### src/rtl/flash_sr_pkg.sv
package flash_sr_pkg;

    localparam int SR_W = 8;

    typedef enum logic [2:0] {
        OPK_PROG  = 3'd0,
        OPK_AAI   = 3'd1,
        OPK_SECT  = 3'd2,
        OPK_BLK32 = 3'd3,
        OPK_BLK64 = 3'd4,
        OPK_CHIP  = 3'd5
    } op_kind_e;

    localparam logic [7:0] OPC_WREN = 8'h06;
    localparam logic [7:0] OPC_EWSR = 8'h50;
    localparam logic [7:0] OPC_WRDI = 8'h04;
    localparam logic [7:0] OPC_WRSR = 8'h01;

    typedef struct packed {
        logic       lock;
        logic       aai;
        logic       rsvd;
        logic [2:0] bp;
        logic       wel;
        logic       busy;
    } sr_t;

    localparam sr_t SR_RESET = '{lock: 1'b0, aai: 1'b0, rsvd: 1'b0,
                                 bp: 3'b111, wel: 1'b0, busy: 1'b0};

endpackage

### src/rtl/flash_sr_prot_decode.sv
module flash_sr_prot_decode #(
    parameter int ADDR_W     = 19,
    parameter int SECT_BITS  = 12,
    parameter int BLK32_BITS = 15,
    parameter int BLK64_BITS = 16
) (
    input  logic [2:0]        bp,
    input  logic [2:0]        kind,
    input  logic [ADDR_W-1:0] addr,
    output logic              hit
);
    import flash_sr_pkg::*;

    localparam int LOW_W = ADDR_W - 3;

    logic [ADDR_W-1:0] lo_bound;
    logic [ADDR_W-1:0] region_mask;
    logic [ADDR_W-1:0] end_addr;

    always_comb begin
        case (bp)
            3'b001:  lo_bound = {3'b111, {LOW_W{1'b0}}};
            3'b010:  lo_bound = {3'b110, {LOW_W{1'b0}}};
            3'b011:  lo_bound = {3'b100, {LOW_W{1'b0}}};
            default: lo_bound = '0;
        endcase
    end

    always_comb begin
        case (op_kind_e'(kind))
            OPK_PROG:  region_mask = '0;
            OPK_AAI:   region_mask = ADDR_W'(1);
            OPK_SECT:  region_mask = ADDR_W'((1 << SECT_BITS) - 1);
            OPK_BLK32: region_mask = ADDR_W'((1 << BLK32_BITS) - 1);
            OPK_BLK64: region_mask = ADDR_W'((1 << BLK64_BITS) - 1);
            default:   region_mask = '1;
        endcase
        end_addr = addr | region_mask;
        hit      = (bp != 3'b000) && (end_addr >= lo_bound);
    end

endmodule

### src/rtl/flash_sr_readout.sv
module flash_sr_readout #(
    parameter int SR_W = 8
) (
    input  logic            clk,
    input  logic            rst_n,
    input  logic            cs_n,
    input  logic            adv,
    input  logic [SR_W-1:0] sr_byte,
    output logic            bit_o
);
    localparam int IDX_W = $clog2(SR_W);

    logic [IDX_W-1:0] idx_d, idx_q;

    always_comb begin
        idx_d = idx_q;
        if (cs_n) begin
            idx_d = '0;
        end else if (adv) begin
            idx_d = (idx_q == IDX_W'(SR_W - 1)) ? '0 : idx_q + 1'b1;
        end
    end

    always_ff @(posedge clk or negedge rst_n) begin
        if (!rst_n) idx_q <= '0;
        else        idx_q <= idx_d;
    end

    assign bit_o = sr_byte[IDX_W'(SR_W - 1) - idx_q];

endmodule

### src/rtl/flash_status_guard.sv
module flash_status_guard #(
    parameter int ADDR_W = 19,
    parameter int HOST_W = 24
) (
    input  logic              clk,
    input  logic              rst_n,
    input  logic              wp_n,
    input  logic              cmd_stb,
    input  logic [7:0]        cmd_op,
    input  logic              sr_wr_stb,
    input  logic [7:0]        sr_wr_data,
    input  logic              req_stb,
    input  logic [2:0]        req_kind,
    input  logic [HOST_W-1:0] req_addr,
    input  logic              op_done_stb,
    input  logic              aai_end_stb,
    input  logic              cs_n,
    input  logic              so_adv,
    output logic [7:0]        status_o,
    output logic              so_bit_o,
    output logic              grant_o,
    output logic              deny_o
);
    import flash_sr_pkg::*;

    typedef struct packed {
        sr_t        sr;
        logic       armed;
        logic       wr_ok;
        logic [2:0] act_kind;
        logic       grant;
        logic       deny;
    } guard_t;

    guard_t st_d, st_q;
    logic   prot_hit;
    logic   kind_ok;

    logic addr_hi_unused;
    logic data_unused;
    assign addr_hi_unused = ^req_addr[HOST_W-1:ADDR_W];
    assign data_unused    = ^{sr_wr_data[6:5], sr_wr_data[1:0]};

    flash_sr_prot_decode #(
        .ADDR_W (ADDR_W)
    ) u_decode (
        .bp   (st_q.sr.bp),
        .kind (req_kind),
        .addr (req_addr[ADDR_W-1:0]),
        .hit  (prot_hit)
    );

    assign kind_ok = !st_q.sr.aai || (op_kind_e'(req_kind) == OPK_AAI);

    always_comb begin
        st_d       = st_q;
        st_d.grant = 1'b0;
        st_d.deny  = 1'b0;

        if (cmd_stb) begin
            case (cmd_op)
                OPC_WREN: begin
                    st_d.armed  = 1'b1;
                    st_d.wr_ok  = 1'b0;
                    st_d.sr.wel = 1'b1;
                end
                OPC_EWSR: begin
                    st_d.armed = 1'b1;
                    st_d.wr_ok = 1'b0;
                end
                OPC_WRSR: begin
                    st_d.wr_ok = st_q.armed;
                    st_d.armed = 1'b0;
                end
                OPC_WRDI: begin
                    st_d.armed  = 1'b0;
                    st_d.wr_ok  = 1'b0;
                    st_d.sr.wel = 1'b0;
                    st_d.sr.aai = 1'b0;
                end
                default: begin
                    st_d.armed = 1'b0;
                    st_d.wr_ok = 1'b0;
                end
            endcase
        end

        if (sr_wr_stb) begin
            if (st_q.wr_ok && (wp_n || !st_q.sr.lock)) begin
                st_d.sr.lock = sr_wr_data[7];
                st_d.sr.bp   = sr_wr_data[4:2];
            end
            st_d.sr.wel = 1'b0;
            st_d.wr_ok  = 1'b0;
        end

        if (op_done_stb && st_q.sr.busy) begin
            st_d.sr.busy = 1'b0;
            if (op_kind_e'(st_q.act_kind) != OPK_AAI) st_d.sr.wel = 1'b0;
        end

        if (aai_end_stb) begin
            st_d.sr.aai = 1'b0;
            st_d.sr.wel = 1'b0;
        end

        if (req_stb) begin
            if (st_q.sr.wel && !st_q.sr.busy && !prot_hit && kind_ok) begin
                st_d.grant    = 1'b1;
                st_d.sr.busy  = 1'b1;
                st_d.act_kind = req_kind;
                if (op_kind_e'(req_kind) == OPK_AAI) st_d.sr.aai = 1'b1;
            end else begin
                st_d.deny = 1'b1;
            end
        end

        st_d.sr.rsvd = 1'b0;
    end

    always_ff @(posedge clk or negedge rst_n) begin
        if (!rst_n) begin
            st_q.sr       <= SR_RESET;
            st_q.armed    <= 1'b0;
            st_q.wr_ok    <= 1'b0;
            st_q.act_kind <= '0;
            st_q.grant    <= 1'b0;
            st_q.deny     <= 1'b0;
        end else begin
            st_q <= st_d;
        end
    end

    flash_sr_readout #(
        .SR_W (SR_W)
    ) u_readout (
        .clk     (clk),
        .rst_n   (rst_n),
        .cs_n    (cs_n),
        .adv     (so_adv),
        .sr_byte (status_o),
        .bit_o   (so_bit_o)
    );

    assign status_o = st_q.sr;
    assign grant_o  = st_q.grant;
    assign deny_o   = st_q.deny;

endmodule

### config.mk
export PLATFORM = sky130hd
export DESIGN_NAME = flash_status_guard
export DESIGN_NICKNAME = d
export VERILOG_FILES = /design/src/rtl/flash_sr_pkg.sv /design/src/rtl/flash_sr_prot_decode.sv /design/src/rtl/flash_sr_readout.sv /design/src/rtl/flash_status_guard.sv
export SDC_FILE = /design/constraint.sdc
export NUM_CORES = 1
export LEC_CHECK = 0
export BUFFER_PORTS_ARGS = -buffer_cell sky130_fd_sc_hd__buf_4
export CAP_MARGIN = 30
export CORE_MARGIN = 2
export CORE_UTILIZATION = 43
export CTS_BUF_LIST = sky130_fd_sc_hd__clkbuf_8 sky130_fd_sc_hd__clkbuf_16
export CTS_CLUSTER_DIAMETER = 30
export DETAILED_ROUTE_END_ITERATION = 7
export PLACE_DENSITY = 0.86
export SYNTH_ARGS = -nofsm -noshare
export SYNTH_HDL_FRONTEND = slang
export SYNTH_SLANG_ARGS = --single-unit
### constraint.sdc
create_clock -name clk -period 2.5 [get_ports clk]
set_input_delay 0.125 -clock clk [delete_from_list [all_inputs] [get_ports clk]]
set_output_delay 0.125 -clock clk [all_outputs]
set_load 0.005 [all_outputs]
==> results of run 1 <==
==> synthesized netlist by cell type (4+ instances only) <==
library cell,instances
nor2_1,10
mux2_2,4
nor3_1,4
mux2i_1,5
ha_1,5
buf_4,8
dfrtp_1,14
nor4_1,4
nand2_1,7
a21oi_1,6
==> worst max path at each step <==
stage / from / end
6_report: status_o[3] / st_q[4]
5_1_grt: status_o[2] / st_q[3]
3_3_place_gp: status_o[3] / st_q[4]
4_1_cts: status_o[3] / st_q[4]
3_5_place_dp: req_kind[1] / st_q[4]
2_1_floorplan: status_o[3] / st_q[2]
==> repair_timing <==
| item | in CTS | in global routing |
|---|---|---|
| hold buffers | 1 | 0 |
| hold endpoints to repair | 17 | 0 |
| endpoints found under the setup margin | 0 | 3 |
| gates resized for setup | 0 | 1 |
==> through the flow <==
stage          setup slack [ps]  power [mW]  hold WS (ps)
2_1_floorplan             351.8      0.3147        -170.6
3_3_place_gp              180.2      0.3819        -6.170
3_5_place_dp              124.6      0.3862        -2.358
4_1_cts                   116.6      0.5866         35.87
5_1_grt                   15.03      0.6110         33.05
6_report                  203.8      0.5779         42.27
==> state kept, by name (all words and copies together), names as in the netlist <==
signal	cells
deny_o	1
status_o	7
u_readout.idx_q	3
st_q	5
grant_o	1
==> cells by family after synthesis <==
logic type / share of synthesized area, %
simple gates: 21.53
flops: 39.70
compound gates: 9.145
mux: 15.05
buf+inv: 7.639
fa+ha+maj: 5.787
other cells: 0.3469
xor+xnor: 0.8103
==> layout make-up <==
cell class / count / area, um2
repair buffers: 54 / 407.9
flip-flops and latches: 17 / 429.2
clock buffers: 3 / 41.29
clock inverters: 1 / 5.005
fillers: 195 / 929.6
multi-input cells: 78 / 570.5
well taps: 30 / 37.54
inverters: 3 / 11.26
==> layer usage <==
metal  up-vias  routed length [um]  global-route usage (%)
li1        475                   -                       -
met1       458                 948                   21.12
met2        31                1289                   32.73
met3         2                 138                   4.167
met4         0                  13                   3.333
met5         -                   0                       0
==> power groups by stage <==
stage / logic, mW / clock network (mW) / registers [mW]
2_1_floorplan: 0.0260 / 0 / 0.289
3_3_place_gp: 0.0926 / 0 / 0.289
3_5_place_dp: 0.0964 / 0 / 0.290
4_1_cts: 0.0977 / 0.204 / 0.285
5_1_grt: 0.108 / 0.218 / 0.285
6_report: 0.0967 / 0.196 / 0.285
==> worst register-to-register path, cell delays in order (launching register included) <==
cell and delay, ps:
dfstp_2 590, xor2_1 160, nand2b_1 70, ha_1 290
nand3b_1 80, a21oi_1 70, nor3b_1 280, and3_2 320
mux2_4 310
==> metrics.md, run 1 <==
| Metric | Value |
|---|---|
| Critical Path Start Type | `register` |
| Number of global-route vias before repair | `917` |
| CTS buffer count | `3` |
| Count of different cell masters after synthesis | `37` |
| Worst-path clk slew | `60 ps` |
| Initial Utilization | `44.44%` |
| Area leader, netlist | `dfrtp_1` |
| Seq/Total Area, Yosys | `39.70%` |
| Worst EP arrival | `2430 ps` |
| CTS tree | `yes` |
| Cell Rows | `18` |
| Reg2reg end | `st_q[4]` |
| Clock power frac | `33.9%` |
| Port bufs | `53` |
| Switching part of the total | `21.91%` |
| Fin nets | `215` |
| Via count | `966` |
| FMAX | `435.5 MHz` |
| Critical-path cell list | `xor2_1 -> nand2b_1 -> ha_1 -> nand3b_1 -> a21oi_1 -> nor3b_1 -> and3_2 -> mux2_4` |
| Grt total ovfl | `0` |
| Flop pwr share | `49.3%` |
| Final hold vios | `0` |
| Routed WL | `2391 um` |
| Post-synthesis area per instance | `10.10 um2` |
| Status | `complete, no violations` |
| Hold Path Class | `primary input to register` |
| GRT Util Overall | `17.86%` |
| Crit Path Max Fanout | `7` |
| Final core occ | `61.78%` |
| Pint | `0.4513 mW` |
| Crit path max-delay cell type | `dfstp_2` |
| Unrepaired setup endpoints after global routing | `false` |
| CTS root buffer | `clkbuf_8` |
| Ant. Diodes | `0` |
| Syn Nets | `165` |
| Die ar. | `2931 um2` |
| Ys Warns | `0` |
| CP required | `2630 ps` |
| Largest net degree at the start of global routing | `18` |
| Final Critical Period | `2296 ps` |
| Ranking of synthesized cells by area | `dfrtp_1, dfstp_2, ha_1` |
| Final slew viol count | `0` |
| CTS Sinks | `17` |
| Most common cell after layout, fill and taps aside | `buf_4` |
| Post-route clock period utilization | `91.85%` |
| Crit path depth | `8` |
| Wire per inst | `12.85 um` |
| Placed insts | `181` |
| Post-CTS Setup Inserts | `0` |
| Sum of buffers and inverters on the critical path | `0` |
| Worst R2R Path Depth | `8` |
| Io pins | `64` |
| Leak | `0.7482 nW` |
| Main synth FF type | `dfrtp_1` |
| Die Width | `54.14 um` |
| Synth async-reset ratio | `100.0%` |
| Final setup vio count | `0` |
| Initial antenna violation count | `0` |
| Peak supply drop | `0.0003735 V` |
| Routed Antenna Nets | `0` |
| Hold depth | `2` |
| PD cells | `384.6 nW/um2` |
| CTS Buffer Depth | `2` |
| CTS H-tree depth | `1` |
| #FFs+latches synth | `17` |
| Vias per cell | `5.194` |
| Reg-to-reg slack, setup | `200 ps` |
| Max-Cap Viols | `0` |
| CP peak stage delay | `590 ps` |
| Crit end category | `register` |
| DP Wirelength | `2001 um` |
| Worst Hold End | `status_o[1]` |
| First-pass GRT wire length | `3815 um` |
| Most frequent cells in the layout | `buf_4, dfrtp_1, nor2_1, nand2_1, a21oi_1` |
| Post-placement cell area | `1445 um2` |
| Critical hold path startpoint | `aai_end_stb` |
| CP Class | `register to register` |
| Net switching power | `0.1266 mW` |
| CP top delay family | `simple AND/OR/NAND/NOR gates` |
| Cells after synthesis | `107` |
| Number of flops mapped to enable cells by yosys | `0` |
| Comb power frac | `16.7%` |
| Synthesis-to-finish area growth | `39.00%` |
| Detailed Routing Iterations Pass 1 | `4` |
| Final setup skew | `1.832 ps` |
| Worst-Skew Late Latency | `250 ps` |
| Final cell count without fillers | `186` |
| Synth top area share | `32.41%` |
| Mapped cell area | `1081 um2` |
| Initial drt markers | `9` |
| Layout cells sized above 1 | `46.79%` |
| Chip Height | `54.14 um` |
| TNS Setup | `0 ps` |
| Residual DRC | `0` |
| Core box area | `2432 um2` |
| Post-route cell area | `1503 um2` |
| Worst R2R Start | `status_o[3]` |
| Placer Congestion | `0.7094` |
(Power assumes the default switching activity.)
==> run 2: changes to the inputs <==
Settings changed: BUFFER_PORTS_ARGS -buffer_cell sky130_fd_sc_hd__buf_4 to -buffer_cell sky130_fd_sc_hd__buf_2.
==> run 2 against run 1 <==
Global-route usage grew 1.2 points. Critical path depth is the same. Cell area shrank 8.5%. Highest routed layer unchanged. Total power shrank 1.8%. Setup slack lost 42 ps. Non-clock buffer count is the same. Critical path type unchanged. Count of clock-buffer cells in the layout is the same. Maximum frequency shrank 1.8%. First-iteration DRC count grew to 3.4 times the previous value. Clock power grew 4%. Final cell count is the same.
==> metrics.md, run 2 (synthesis gave the netlist of run 1 again) <==
| Metric | Value |
|---|---|
| Status | `complete, no violations` |
| Total power | `0.5673 mW` |
| GRT Util Overall | `19.02%` |
| Crit Path Max Fanout | `7` |
| Largest net degree at the start of global routing | `18` |
| CTS H-tree depth | `1` |
| Post-CTS Setup Inserts | `0` |
| Hold Path Class | `primary input to register` |
| Final hold vios | `0` |
| Reg-to-reg slack, setup | `160 ps` |
| FMAX | `427.8 MHz` |
| Residual DRC | `0` |
| Chip Height | `54.14 um` |
| CP peak stage delay | `600 ps` |
| Critical Path Start Type | `register` |
| Synthesis-to-finish area growth | `27.20%` |
| Most frequent cells in the layout | `buf_2, dfrtp_1, nor2_1, nand2_1, a21oi_1` |
| Io pins | `64` |
| Initial drt markers | `31` |
| Pint | `0.4321 mW` |
| Hold Slack | `57.45 ps` |
| Crit end category | `register` |
| DP Wirelength | `2049 um` |
| Worst Hold End | `u_readout.idx_q[0]` |
| Layout cells sized above 1 | `47.44%` |
| Ant. Diodes | `0` |
| Worst-path clk slew | `70 ps` |
| Reg2reg end | `st_q[2]` |
| Leak | `0.7157 nW` |
| Worst R2R Path Depth | `8` |
| Routed Antenna Nets | `0` |
| Critical hold path startpoint | `cs_n` |
| Number of global-route vias before repair | `897` |
| Comb power frac | `14.0%` |
| Cell Rows | `18` |
| First-pass GRT wire length | `3884 um` |
| Worst EP arrival | `2470 ps` |
| Initial Utilization | `44.44%` |
| Critical-path cell list | `xor2_1 -> nand2b_1 -> ha_1 -> nand4b_1 -> nor3_2 -> a22oi_1 -> and3_2 -> mux2_4` |
| Unrepaired setup endpoints after global routing | `false` |
| Core box area | `2432 um2` |
| Vias per cell | `5.355` |
| Detailed Routing Iterations Pass 1 | `4` |
| Wire per inst | `14.13 um` |
| Peak supply drop | `0.0002346 V` |
| Final setup vio count | `0` |
| Max-Cap Viols | `0` |
| Die Width | `54.14 um` |
| Crit path max-delay cell type | `dfstp_2` |
| CTS tree | `yes` |
| Max FFs per register | `7` |
| CTS buffer count | `3` |
| CTS Buffer Depth | `2` |
| Hold depth | `2` |
| Clock power frac | `35.8%` |
| Port bufs | `53` |
| CP top delay family | `simple AND/OR/NAND/NOR gates` |
| TNS Setup | `0 ps` |
| PD cells | `412.5 nW/um2` |
| Flop pwr share | `50.2%` |
| Worst-Skew Late Latency | `250 ps` |
| Final slew viol count | `0` |
| Routed WL | `2629 um` |
| Fin nets | `215` |
| Final Critical Period | `2338 ps` |
| Final setup skew | `1.802 ps` |
| Net switching power | `0.1352 mW` |
| Worst R2R Start | `status_o[3]` |
| Switching part of the total | `23.83%` |
| CTS Sinks | `17` |
| CP Class | `register to register` |
| CP required | `2640 ps` |
| Initial antenna violation count | `0` |
| Grt total ovfl | `0` |
| Sum of buffers and inverters on the critical path | `0` |
| Placer Congestion | `0.7248` |
| CTS root buffer | `clkbuf_8` |
| Most common cell after layout, fill and taps aside | `buf_2` |
| Post-route clock period utilization | `93.51%` |
| Via count | `996` |
| Die ar. | `2931 um2` |
[run 2: cell counts in the layout (fill, tap and decap cells not counted)]
Identical to the previous run, type by type.
[run 2: worst reg2reg max path, stage by stage, from the launching register on]
cell and delay [ps]:
dfstp_2 600, xor2_1 160, nand2b_1 80, ha_1 310, nand4b_1 170, nor3_2 200
a22oi_1 100, and3_2 280, mux2_4 310
[run 2: how the worst max path moves through the flow]
stage / from / endpoint / slack (ps) / cells past startpoint
4_1_cts: status_o[3] / st_q[2] / 20 / 8
6_report: status_o[3] / st_q[2] / 160 / 8
5_1_grt: status_o[3] / st_q[4] / 60 / 8
2_1_floorplan: status_o[3] / st_q[2] / 350 / 9
3_5_place_dp: status_o[3] / st_q[2] / 90 / 8
3_3_place_gp: status_o[3] / st_q[4] / 200 / 8
[run 2: per-layer routing]
metal  up-vias  track usage, %  wire, um
met4         0           10.00        56
met2        45           35.34      1397
met3         8           5.278       174
met5         -               0         0
li1        475               -         -
met1       468           18.85      1001
[run 2: metrics by stage]
| step | util [%] | setup slack [ps] | cell area, um2 | std cells |
|---|---|---|---|---|
| floorplan | - | 351.8 | 1081 | 107 |
| global placement | 53.96 | 196.4 | 1313 | 181 |
| detailed placement | 53.96 | 91.87 | 1313 | 181 |
| CTS | 56.28 | 18.72 | 1369 | 186 |
| global route | 56.53 | 58.44 | 1375 | 186 |
| finish | 56.53 | 162.2 | 1375 | 186 |
[run 2: area by class of cell]
class	count	area (um2)
Clock inverter	1	5.005
Clock buffer	3	41.29
Inverter	3	11.26
Sequential cell	17	429.2
Timing Repair Buffer	54	275.3
Tap cell	30	37.54
Multi-Input combinational cell	78	575.6
Fill cell	219	1057
[run 2: power by group through the flow]
stage	clock network (mW)	registers (mW)	logic, mW
after floorplan	0	0.289	0.0260
after global placement	0	0.289	0.0718
after detailed placement	0	0.290	0.0769
after CTS	0.203	0.285	0.0796
after global routing	0.219	0.285	0.0883
final	0.203	0.285	0.0793
[run 2: timing repair]
action,in CTS,in global routing
hold endpoints to repair,14,0
setup endpoints to repair,0,3
hold buffers,1,0
resized for setup,0,2
